### config.mk
export PLATFORM = sky130hd
export DESIGN_NAME = tx_sample_cond
export DESIGN_NICKNAME = d
export VERILOG_FILES = /design/src/rtl/tx_sample_cond.sv
export SDC_FILE = /design/constraint.sdc
export NUM_CORES = 1
export LEC_CHECK = 0
export BUFFER_PORTS_ARGS = -buffer_cell sky130_fd_sc_hd__buf_2
export CAP_MARGIN = 30
export CORE_MARGIN = 2
export CORE_UTILIZATION = 39
export CTS_BUF_LIST = sky130_fd_sc_hd__clkbuf_4 sky130_fd_sc_hd__clkbuf_8
export DETAILED_ROUTE_END_ITERATION = 7
export PLACE_DENSITY = 0.65
export SYNTH_ARGS = -nofsm -noshare
export SYNTH_HDL_FRONTEND = slang
export SYNTH_SLANG_ARGS = --single-unit
### constraint.sdc
create_clock -name clk -period 2.92 [get_ports clk]
set_clock_uncertainty 0.05 [all_clocks]
set_input_delay 0 -clock clk [delete_from_list [all_inputs] [get_ports clk]]
set_output_delay 0 -clock clk [all_outputs]
set_load 0.01 [all_outputs]
### src/rtl/tx_sample_cond.sv
module tx_sample_cond #(
  parameter int DW  = 16,
  parameter int NCH = 8
) (
  input  logic          clk,
  input  logic          rst_n,
  input  logic          cfg_we,
  input  logic [31:0]   cfg_wdata,
  output logic [31:0]   cfg_rdata,
  input  logic          fifo_empty,
  input  logic [DW-1:0] fifo_data,
  output logic          fifo_pop,
  input  logic          slot_req,
  input  logic          slot_first,
  output logic [DW-1:0] sample_out,
  output logic          sample_valid,
  input  logic          underflow_clr,
  output logic          underflow_flag
);
  localparam int CW = (NCH > 1) ? $clog2(NCH) : 1;
  localparam logic [CW-1:0] LAST_CH = CW'(NCH - 1);

  logic          c_mute, c_freeze, c_active, c_replay;
  logic          sh_mute, sh_freeze;
  logic [CW-1:0] chan_q, cur_ch;
  logic [DW-1:0] hist [NCH];
  logic          use_mute, use_freeze, want_pop, underrun;
  logic [DW-1:0] prev, next_sample;

  assign cfg_rdata = {12'd0, c_replay, c_active, c_freeze, c_mute, 16'd0};

  always_ff @(posedge clk or negedge rst_n)
    if (!rst_n) {c_replay, c_active, c_freeze, c_mute} <= '0;
    else if (cfg_we) {c_replay, c_active, c_freeze, c_mute} <= cfg_wdata[19:16];

  assign use_mute   = slot_first ? c_mute   : sh_mute;
  assign use_freeze = slot_first ? c_freeze : sh_freeze;
  assign cur_ch     = slot_first ? '0 : ((chan_q == LAST_CH) ? '0 : chan_q + 1'b1);
  assign want_pop   = slot_req & c_active & (use_mute | ~use_freeze);
  assign fifo_pop   = want_pop & ~fifo_empty;
  assign underrun   = want_pop & fifo_empty;
  assign prev       = hist[cur_ch];

  always_comb begin
    if (!c_active || use_mute)      next_sample = '0;
    else if (use_freeze || fifo_empty) next_sample = c_replay ? prev : '0;
    else                            next_sample = fifo_data;
  end

  always_ff @(posedge clk or negedge rst_n)
    if (!rst_n) begin
      sh_mute <= 1'b0; sh_freeze <= 1'b0; chan_q <= '0;
      sample_out <= '0; sample_valid <= 1'b0; underflow_flag <= 1'b0;
      for (int i = 0; i < NCH; i++) hist[i] <= '0;
    end else begin
      sample_valid <= slot_req;
      if (slot_req && slot_first) begin
        sh_mute   <= c_mute;
        sh_freeze <= c_freeze;
      end
      if (slot_req) begin
        chan_q       <= cur_ch;
        sample_out   <= next_sample;
        hist[cur_ch] <= next_sample;
      end
      if (underrun)           underflow_flag <= 1'b1;
      else if (underflow_clr) underflow_flag <= 1'b0;
    end

  assert_no_pop_inactive_R3: assert property (@(posedge clk) disable iff (!rst_n)
    !c_active |-> !fifo_pop);
  assert_no_pop_empty_R4: assert property (@(posedge clk) disable iff (!rst_n)
    fifo_empty |-> !fifo_pop);
  assert_mute_zero_R5: assert property (@(posedge clk) disable iff (!rst_n)
    (slot_req && use_mute) |=> (sample_out == '0));
  assert_freeze_hold_R6: assert property (@(posedge clk) disable iff (!rst_n)
    (slot_req && !slot_first && sh_freeze && !sh_mute) |-> !fifo_pop);
  assert_flag_needs_active_R10: assert property (@(posedge clk) disable iff (!rst_n)
    $rose(underflow_flag) |-> $past(c_active));
  assert_mute_pops_R11: assert property (@(posedge clk) disable iff (!rst_n)
    (slot_req && c_active && use_mute && !fifo_empty) |-> fifo_pop);
endmodule

==> reports/qor.txt, run 1 <==
crit-path max FO: 18
post-layout net count: 895
Commonest cells post-synth: 155 x dfrtp_1, 95 x nand2_1, 58 x mux2_2
Hold Crit Class: primary input to flip-flop
CP Class: flip-flop to flip-flop
vias post-DR: 6219
Final GP Congestion: 0.848
Max stage delay on crit path: 470 ps
initial antenna violation count: 0
crit end category: flip-flop
port bufs: 49
post-CTS setup buffer count: 0
Seq pwr share: 0.436
Clk Latency, worst-skew pair: 460 ps
Longest Clk Path Bufs: 2
crit path time final: 2750 ps
Initial Utilization: 0.396
first-pass GRT wire length: 33.7 mm
DIE WIDTH: 147 um
R2R Setup Slk: 170 ps
Synth top area share: 0.483
sw power: 2.02 mW
area delta synth->final: 14.6%
DRT iter0 DRCs: 492
worst path arrival time: 3110 ps
Post-DP HPWL: 14.5 mm
Max Cap Viol: 0
area leader, netlist: dfrtp_1
Hold Startpoint: fifo_data[0]
post-synthesis cell area: 0.00802 sq mm
Syn. warnings: 0
Total Negative Setup Slacks: 0 ps
Ports: 106
r2r startpoint: chan_q[0]
Seq cells post-synth: 155
Slew HR: 0.520
count of pins over their slew limit: 0
P_int: 3.99 mW
actual slew at the worst max-slew pin: 720 ps
Seq/Total Area, Yosys: 0.483
clk sink count: 155
# diodes: 0
fraction of registers with async set/reset: 1.00
drt wl/cell: 19.0 um
number of synthesized flops with an enable pin: 0
Filler cells: 1949
CTS buffer count: 17
Post-DRT Antenna Nets: 0
pin count of the biggest net entering global routing: 76
drt drc: 0
Worst IR Drop VDD: 0.357 mV
fmax: 363 MHz
ranking of synthesized cells by area: dfrtp_1 48%, mux2_2 8.1%, nand2_1 4.4%
DRT Wirelength: 21.3 mm
Hold Crit Depth: 4
vias in the first global route: 5953
Mean Syn Cell Area: 10.6 sq um
most frequent CP cell: ha_1
Critical path buffers and inverters: 1
Final setup violation count: 0
Comb pwr share: 0.287
WP data required: 3280 ps
Distinct cells, synth: 70
Clk pwr share: 0.278
ordered cell list for the critical path: ha_1 -> ha_1 -> buf_4 -> nor4b_1 -> a2111oi_0 -> o22ai_1 -> a31oi_2 -> mux2_2
layout cells sized above 1: 0.268
die span in y: 147 um
total iterations of the first detailed-routing run: 5
RSZ-0062 raised after global routing: no
Crit-path slowest cell: a2111oi_0
status: finished, final reports clean
Worst R2R Path Depth: 8
Critical Path Start Type: flip-flop
Core Util, Final: 0.454
Site Rows: 52
GR Util All Layers: 0.201
top-count cell post-synth: dfrtp_1
CTS tree: built
Core Footprint: 0.0202 sq mm
LEAKAGE: 4.11 nW
Via density: 5.55
CP delay by family, top: compound AO/OA/AOI/OAI gates
Clock transition at path regs: 90 ps
WHS Endpoint: hist[64]
Root Buffer: clkbuf_8
Final Hold Fails: 0
worst r2r dst: hist[106]
period utilization: 0.943
Post-synth top flop: dfrtp_1
htree depth: 4
cells after synthesis: 758
Die ar.: 0.0217 sq mm
Net Sw Frac: 0.336
GR Overflow Total: 0
pwr dens: 654 mW/mm^2
per-stage QoR:
stage          cell area [sq um]  hold WS, ps  std cells  worst slack (ps)  total power [mW]
3_5_place_dp                8590         30.9       1070               186              4.34
5_1_grt                     9190         37.4       1120              41.3              6.35
4_1_cts                     9180         9.54       1120               161              6.04
2_1_floorplan               8120         -346        785               472              3.86
3_3_place_gp                8590         30.8       1070               227              4.31
6_report                    9190         33.0       1120               166              6.01
cells by family (layout without fill, tap and decap cells):
kind of cell | after synthesis | in the layout | synth area share
other | 1 | 28 | 0.000467
AND/OR/NAND/NOR | 202 | 202 | 0.132
AO/OA/AOI/OAI | 235 | 235 | 0.213
multiplexers | 67 | 67 | 0.0979
buffers and inverters | 96 | 161 | 0.0702
flip-flops | 155 | 155 | 0.483
adder cells (fa/ha/maj) | 2 | 2 | 0.00312
flip-flops by register name (all words and copies together), names as in the netlist:
| name | flops |
|---|---|
| hist | 128 |
| sample_out | 16 |
| chan_q | 3 |
| c_active | 1 |
| c_freeze | 1 |
| c_mute | 1 |
| c_replay | 1 |
| sample_valid | 1 |
| sh_freeze | 1 |
| sh_mute | 1 |
| underflow_flag | 1 |
worst max-delay path by stage:
stage	depth (start not counted)	startpoint	slack, ps	endpoint
final	8	chan_q[0]	170	hist[106]
after global routing	8	chan_q[0]	40	sample_out[6]
after global placement	8	chan_q[0]	230	hist[1]
after detailed placement	8	chan_q[0]	190	hist[5]
after floorplan	8	chan_q[0]	470	sample_out[1]
after CTS	8	chan_q[0]	160	hist[5]
cells in the final DEF (no fill, tap or decap), types with 4 or more instances in the layout:
cell	instances
a2111oi_0	6
a21o_1	7
a21oi_1	41
a221o_1	6
a221oi_1	4
a22oi_1	15
a31oi_2	6
and2_1	6
and3_1	11
buf_2	48
buf_4	46
clkbuf_8	20
conb_1	28
dfrtp_1	155
dlygate4sd3_1	19
inv_1	14
mux2_2	58
mux2i_1	5
nand2_1	95
nand2b_1	9
nand3_1	6
nor2_1	23
nor3_1	4
nor3b_1	18
nor4b_1	6
o2111ai_1	6
o211ai_1	4
o21a_1	8
o21ai_0	35
o21ai_1	20
o21ai_2	4
o22ai_1	20
o31ai_1	28
worst register-to-register path, cell delays in order (launching register included):
cell and delay, ps:
dfrtp_1 390, ha_1 200, ha_1 450, buf_4 300, nor4b_1 100, a2111oi_0 470
o22ai_1 170, a31oi_2 340, mux2_2 230
power groups by stage:
stage          Combinational, mW  Sequential [mW]  Clock, mW
6_report                    1.72             2.62       1.67
3_5_place_dp                1.69             2.66          0
5_1_grt                     1.89             2.66       1.80
4_1_cts                     1.71             2.62       1.71
2_1_floorplan               1.25             2.61          0
3_3_place_gp                1.66             2.65          0
cell type report:
class	instances	area, sq um	share of cell area
clock inverter	9	114	0.0124
timing repair buffer	116	827	0.0900
inverter	14	52.6	0.00572
multi-input combinational	534	3690	0.402
clock buffer	22	290	0.0316
sequential	155	3880	0.422
tap	270	338	0.0367
repair_timing:
item | 4_1_cts | 5_1_grt
hold endpoints to repair | 120 | 0
endpoints found under the setup margin | 0 | 1
gates resized for setup | 0 | 2
hold buffers | 19 | 0
layer usage:
layer | routed length, um | global-route usage
met1 | 9730 | 0.284
met2 | 10100 | 0.317
met3 | 1090 | 0.0398
met4 | 345 | 0.0567
met5 | 0 | 0
No activity file was read; power rests on OpenSTA's default activity.
==> run 2: changes to the inputs <==
--- a/config.mk
+++ b/config.mk
@@ -5,6 +5,7 @@
 export SDC_FILE = /design/constraint.sdc
 export NUM_CORES = 1
 export LEC_CHECK = 0
+export ABC_AREA = 1
 export BUFFER_PORTS_ARGS = -buffer_cell sky130_fd_sc_hd__buf_2
 export CAP_MARGIN = 30
 export CORE_MARGIN = 2
@@ -12,6 +13,7 @@
 export CTS_BUF_LIST = sky130_fd_sc_hd__clkbuf_4 sky130_fd_sc_hd__clkbuf_8
 export DETAILED_ROUTE_END_ITERATION = 7
 export PLACE_DENSITY = 0.65
+export REMOVE_ABC_BUFFERS = 1
 export SYNTH_ARGS = -nofsm -noshare
 export SYNTH_HDL_FRONTEND = slang
 export SYNTH_SLANG_ARGS = --single-unit
==> reports/qor.txt, run 2 <==
port bufs: 49 (unchanged)
Clk Latency, worst-skew pair: 470 ps (was 460 ps)
Longest Clk Path Bufs: 2 (unchanged)
count of pins over their slew limit: 0 (unchanged)
post-synthesis cell area: 0.00813 sq mm (was 0.00802 sq mm)
Syn. warnings: 0 (unchanged)
GR Overflow Total: 0 (unchanged)
Post-Place Setup Slack: 320 ps (was 186 ps)
Root Buffer: clkbuf_8 (unchanged)
Final GP Congestion: 0.818 (was 0.848)
drt wl/cell: 15.7 um (was 19.0 um)
crit path time final: 2580 ps (was 2750 ps)
Core Footprint: 0.0204 sq mm (was 0.0202 sq mm)
# diodes: 0 (unchanged)
r2r startpoint: chan_q[0] (unchanged)
Post-synth top flop: dfrtp_1 (unchanged)
pin count of the biggest net entering global routing: 145 (was 76)
Multi-input gate area: 0.00360 sq mm (was 0.00369 sq mm)
Filler cells: 2045 (was 1949)
post-CTS setup buffer count: 0 (unchanged)
Largest Register: hist (unchanged)
area delta synth->final: 12.4% (was 14.6%)
total iterations of the first detailed-routing run: 5 (unchanged)
Clock transition at path regs: 90 ps (about the same)
Mean Syn Cell Area: 7.61 sq um (was 10.6 sq um)
Die ar.: 0.0220 sq mm (was 0.0217 sq mm)
Commonest cells post-synth: 440 x nand2_1, 256 x nand3_1, 155 x dfrtp_1 (was 155 x dfrtp_1, 95 x nand2_1, 58 x mux2_2)
P_int: 3.38 mW (was 3.99 mW)
Total Power: 5.08 mW (was 6.01 mW)
fmax: 387 MHz (was 363 MHz)
clk sink count: 155 (unchanged)
Slew HR: 0.543 (was 0.520)
initial antenna violation count: 0 (unchanged)
largest family of logic cells by synthesized area: simple AND/OR/NAND/NOR gates (was compound AO/OA/AOI/OAI gates)
fraction of registers with async set/reset: 1.00 (unchanged)
first-pass GRT wire length: 36.1 mm (was 33.7 mm)
layout cells sized above 1: 0.135 (was 0.268)
Largest register FFs: 128 (unchanged)
htree depth: 4 (unchanged)
RSZ-0062 raised after global routing: no (unchanged)
# resized after CTS: 0 (unchanged)
crit-path max FO: 17 (was 18)
post-layout net count: 1181 (was 895)
Post-DRT Antenna Nets: 0 (unchanged)
Max Cap Viol: 0 (unchanged)
Final setup violation count: 0 (unchanged)
commonest non-fill, non-tap cell in the layout: nand2_1 (was dfrtp_1)
Seq cells post-synth: 155 (unchanged)
Post-Synth Simple-Gate Area: 0.418 (was 0.132)
number of synthesized flops with an enable pin: 0 (unchanged)
Post-CTS Hold Fix Bufs: 32 (was 19)
vias in the first global route: 6650 (was 5953)
Synth Area in Adders: 0.00308 (was 0.00312)
top flop regs: hist: 128 flops, sample_out: 16 flops, chan_q: 3 flops (unchanged)
die span in y: 148 um (was 147 um)
most frequent cells in the layout: 440 x nand2_1, 256 x nand3_1, 155 x dfrtp_1 (was 155 x dfrtp_1, 95 x nand2_1, 58 x mux2_2)
worst setup path startpoint: chan_q[0] (unchanged)
ranking of synthesized cells by area: dfrtp_1 48%, nand2_1 20%, nand3_1 16% (was dfrtp_1 48%, mux2_2 8.1%, nand2_1 4.4%)
Synth top area share: 0.477 (was 0.483)
DRT Wirelength: 22.1 mm (was 21.3 mm)
Seq. cell area: 0.00388 sq mm (unchanged)
Hold Startpoint: fifo_data[5] (was fifo_data[0])
sw power: 1.70 mW (was 2.02 mW)
WP data required: 3230 ps (was 3280 ps)
area leader, netlist: dfrtp_1 (unchanged)
Hold Crit Class: primary input to flip-flop (unchanged)
Seq/Total Area, Yosys: 0.477 (was 0.483)
DIE WIDTH: 148 um (was 147 um)
period utilization: 0.885 (was 0.943)
Synth Area in XOR/XNOR: 0 (unchanged)
Seq pwr share: 0.469 (was 0.436)
pwr dens: 556 mW/mm^2 (was 654 mW/mm^2)
Distinct cells, synth: 22 (was 70)
Net Sw Frac: 0.335 (was 0.336)
worst path arrival time: 2890 ps (was 3110 ps)
CTS buffer count: 17 (unchanged)
mux cell area share after synthesis: 0.00138 (was 0.0979)
crit end category: flip-flop (unchanged)
Clk pwr share: 0.328 (was 0.278)
actual slew at the worst max-slew pin: 686 ps (was 720 ps)
DRT iter0 DRCs: 706 (was 492)
CTS tree: built (unchanged)
GR Util All Layers: 0.209 (was 0.201)
top-count cell post-synth: nand2_1 (was dfrtp_1)
cells after synthesis: 1069 (was 758)
Ports: 106 (unchanged)
Initial Utilization: 0.399 (was 0.396)
Via density: 5.06 (was 5.55)
Synth Area in Compound Gates: 0.00739 (was 0.213)
drt drc: 0 (unchanged)
Critical Path Start Type: flip-flop (unchanged)
Setup WS post-layout: 336 ps (was 166 ps)
Site Rows: 52 (unchanged)
Final Hold Fails: 0 (unchanged)
status: finished, final reports clean (unchanged)
CP Class: flip-flop to flip-flop (unchanged)
Worst IR Drop VDD: 0.268 mV (was 0.357 mV)
LEAKAGE: 4.80 nW (was 4.11 nW)
vias post-DR: 7119 (was 6219)
Core Util, Final: 0.449 (was 0.454)
Post-DP HPWL: 13.3 mm (was 14.5 mm)
Comb pwr share: 0.203 (was 0.287)
[run 2: per-stage QoR]
stage          area [sq um]  hold WS (ps)  setup TNS, ps  cells
2_1_floorplan          7640          -346          -1430   1004
3_3_place_gp           8420         -96.6              0   1343
3_5_place_dp           8420         -96.0              0   1343
4_1_cts                9140          1.72              0   1407
5_1_grt                9140          50.1              0   1407
6_report               9140          41.3              0   1407
[run 2: routing by layer]
layer	part of all wire	vias to the layer above	track usage	wire length [um]
met5	0	-	0	0
met4	0.014	0	0.0643	306
met3	0.058	28	0.0340	1270
met2	0.47	212	0.328	10300
met1	0.46	3406	0.299	10200
li1	-	3473	-	-
[run 2: final cells by class]
cell class / instances / area share
sequential: 155 / 0.424
multi-input combinational: 806 / 0.394
timing repair buffer: 101 / 0.0842
tap: 270 / 0.0369
clock buffer: 17 / 0.0256
clock inverter: 15 / 0.0179
inverter: 43 / 0.0177
[run 2: final timing paths]
path,to,slack (ps),cells past startpoint
max,hist[114],340,8
min,hist[5],40,5
max reg2reg,hist[114],340,8
min reg2reg,sample_out[4],430,2
max in group asynchronous,hist[25],2340,3
min in group asynchronous,hist[8],50,3
[run 2: cell families (layout without fill, tap and decap cells)]
kind of cell / Yosys count / in the layout
other: 1 / 28
and+or+nand+nor: 764 / 764
AOI/OAI and AO/OA: 11 / 11
muxes: 1 / 1
buffers and inverters: 135 / 176
DFF: 155 / 155
adders and majority gates: 2 / 2
[run 2: power groups by stage]
stage	Clock [mW]	Sequential [mW]	Combinational (mW)
2_1_floorplan	0	2.42	0.602
3_3_place_gp	0	2.42	0.976
3_5_place_dp	0	2.42	0.986
4_1_cts	1.70	2.38	1.03
5_1_grt	1.80	2.40	1.15
6_report	1.67	2.38	1.03
[run 2: critical path: stages, from the launching register on]
cell and delay [ps]:
dfrtp_1 400, ha_1 210, ha_1 370, o21ai_2 430, inv_2 120, nor2_4 430
inv_2 270, nand2_1 140, nand2_1 70
==> run 3: changes to the inputs <==
==> constraint.sdc (replaced) <==
create_clock -name clk -period 2.92 [get_ports clk]
set_clock_uncertainty 0.05 [all_clocks]
set_input_delay 0.584 -clock clk [delete_from_list [all_inputs] [get_ports clk]]
set_output_delay 0.584 -clock clk [all_outputs]
set_load 0.01 [all_outputs]
==> reports/qor.txt, run 3 (same netlist as run 2, synthesis figures left out) <==
crit end category: flip-flop (unchanged)
drt drc: 0 (unchanged)
vias in the first global route: 6868 (was 6650)
Initial Utilization: 0.399 (unchanged)
Total Power: 4.98 mW (was 5.08 mW)
DRT iter0 DRCs: 582 (was 706)
most frequent cells in the layout: 440 x nand2_1, 256 x nand3_1, 155 x dfrtp_1 (unchanged)
vias post-DR: 7028 (was 7119)
CP Class: flip-flop to flip-flop (unchanged)
dpl cells: 1353 (was 1343)
Clock transition at path regs: 100 ps (was 90 ps)
Max stage delay on crit path: 500 ps (was 430 ps)
status: finished, final reports clean (unchanged)
# resized after CTS: 0 (unchanged)
crit path time final: 2620 ps (was 2580 ps)
Root Buffer: clkbuf_8 (unchanged)
CP endpoint: hist[42] (was hist[114])
Post-CTS Hold Fix Bufs: 0 (was 32)
Final Hold Fails: 0 (unchanged)
worst setup path startpoint: chan_q[0] (unchanged)
Finished Layout Cells: 1385 (was 1407)
Via density: 5.07 (was 5.06)
Die ar.: 0.0220 sq mm (unchanged)
Crit-path slowest cell: clkinv_1 (was o21ai_2)
Slew HR: 0.545 (was 0.543)
top flop regs: hist: 128 flops, sample_out: 16 flops, chan_q: 3 flops (unchanged)
WHS: 8.35 ps (was 41.3 ps)
Post-Place Setup Slack: 383 ps (was 320 ps)
Post-DRT Antenna Nets: 0 (unchanged)
total iterations of the first detailed-routing run: 5 (unchanged)
htree depth: 4 (unchanged)
initial antenna violation count: 0 (unchanged)
first-pass GRT wire length: 36.4 mm (was 36.1 mm)
pwr dens: 559 mW/mm^2 (was 556 mW/mm^2)
post-CTS setup buffer count: 0 (unchanged)
Filler cells: 2092 (was 2045)
Worst IR Drop VDD: 0.270 mV (was 0.268 mV)
port bufs: 49 (unchanged)
CTS buffer count: 17 (unchanged)
GR Overflow Total: 0 (unchanged)
pin count of the biggest net entering global routing: 57 (was 145)
ordered cell list for the critical path: clkinv_1 -> nand2_4 -> buf_4 -> nand2_1 -> nand3_1 -> nand2_1 -> nor2_1 -> nand2_1 -> nand2_2 -> nand3_1 -> nand2_1 (was ha_1 -> ha_1 -> o21ai_2 -> inv_2 -> nor2_4 -> inv_2 -> nand2_1 -> nand2_1)
fmax: 382 MHz (was 387 MHz)
Largest Register: hist (unchanged)
Setup WS post-layout: 303 ps (was 336 ps)
period utilization: 0.896 (was 0.885)
Post-DP HPWL: 14.0 mm (was 13.3 mm)
commonest non-fill, non-tap cell in the layout: nand2_1 (unchanged)
final instance area: 0.00891 sq mm (was 0.00914 sq mm)
Final GP Congestion: 0.819 (was 0.818)
Max Cap Viol: 0 (unchanged)
Worst R2R Path Depth: 11 (was 8)
DP Area: 0.00854 sq mm (was 0.00842 sq mm)
count of pins over their slew limit: 0 (unchanged)
drt wl/cell: 15.9 um (was 15.7 um)
R2R Setup Slk: 300 ps (was 340 ps)
Ports: 106 (unchanged)
# diodes: 0 (unchanged)
post-layout net count: 1159 (was 1181)
clk sink count: 155 (unchanged)
RSZ-0062 raised after global routing: no (unchanged)
CTS tree: built (unchanged)
area delta synth->final: 9.60% (was 12.4%)
layout cells sized above 1: 0.146 (was 0.135)
Hold Crit Class: primary input to async pin (was primary input to flip-flop)
GR Util All Layers: 0.210 (was 0.209)
DRT Wirelength: 22.0 mm (was 22.1 mm)
Longest Clk Path Bufs: 2 (unchanged)
Final setup violation count: 0 (unchanged)
Site Rows: 52 (unchanged)
worst path arrival time: 2970 ps (was 2890 ps)
Core Footprint: 0.0204 sq mm (unchanged)
Seq. cell area: 0.00388 sq mm (unchanged)
r2r startpoint: chan_q[0] (unchanged)
Critical Path Start Type: flip-flop (unchanged)
Multi-input gate area: 0.00360 sq mm (unchanged)
most frequent CP cell: nand2_1
actual slew at the worst max-slew pin: 681 ps (was 686 ps)
Clk Latency, worst-skew pair: 470 ps (about the same)
Largest register FFs: 128 (unchanged)
worst r2r dst: hist[42] (was hist[114])
die span in y: 148 um (unchanged)
WP data required: 3270 ps (was 3230 ps)
LEAKAGE: 4.72 nW (was 4.80 nW)
DIE WIDTH: 148 um (unchanged)
Total Negative Setup Slacks: 0 ps (unchanged)
Core Util, Final: 0.438 (was 0.449)
crit-path max FO: 19 (was 17)
-- run 3: layout make-up --
class,count,share of cell area
Timing Repair Buffer,79,0.0633
Inverter,43,0.0181
Clock buffer,18,0.0278
Sequential cell,155,0.435
Multi-Input combinational cell,806,0.404
Tap cell,270,0.0379
Clock inverter,14,0.0139
-- run 3: power breakdown --
part / switching (mW) / internal [mW]
Combinational: 0.728 / 0.297
Clock: 0.931 / 0.643
Sequential: 0.0830 / 2.30
Total: 1.74 / 3.24
-- run 3: worst min-delay path by stage --
stage	startpoint	endpoint	slack, ps	cells past startpoint
after CTS	rst_n	sample_out[5]	30	1
after floorplan	rst_n	c_active	240	0
after global placement	sample_out[6]	sample_out[6]	410	2
final	rst_n	sample_out[7]	8	1
after detailed placement	sample_out[3]	sample_out[3]	410	2
after global routing	rst_n	hist[8]	40	1
-- run 3: critical path: cells and delay by family (launching register included) --
family | cells | cell delay [ps]
DFF | 1 | 370
and+or+nand+nor | 9 | 1360
buffers and inverters | 2 | 780
-- run 3: metal layers --
metal | wire length, um | GRT usage
met3 | 1200 | 0.0307
met4 | 380 | 0.0671
met5 | 0 | 0
met2 | 10300 | 0.334
met1 | 10200 | 0.297
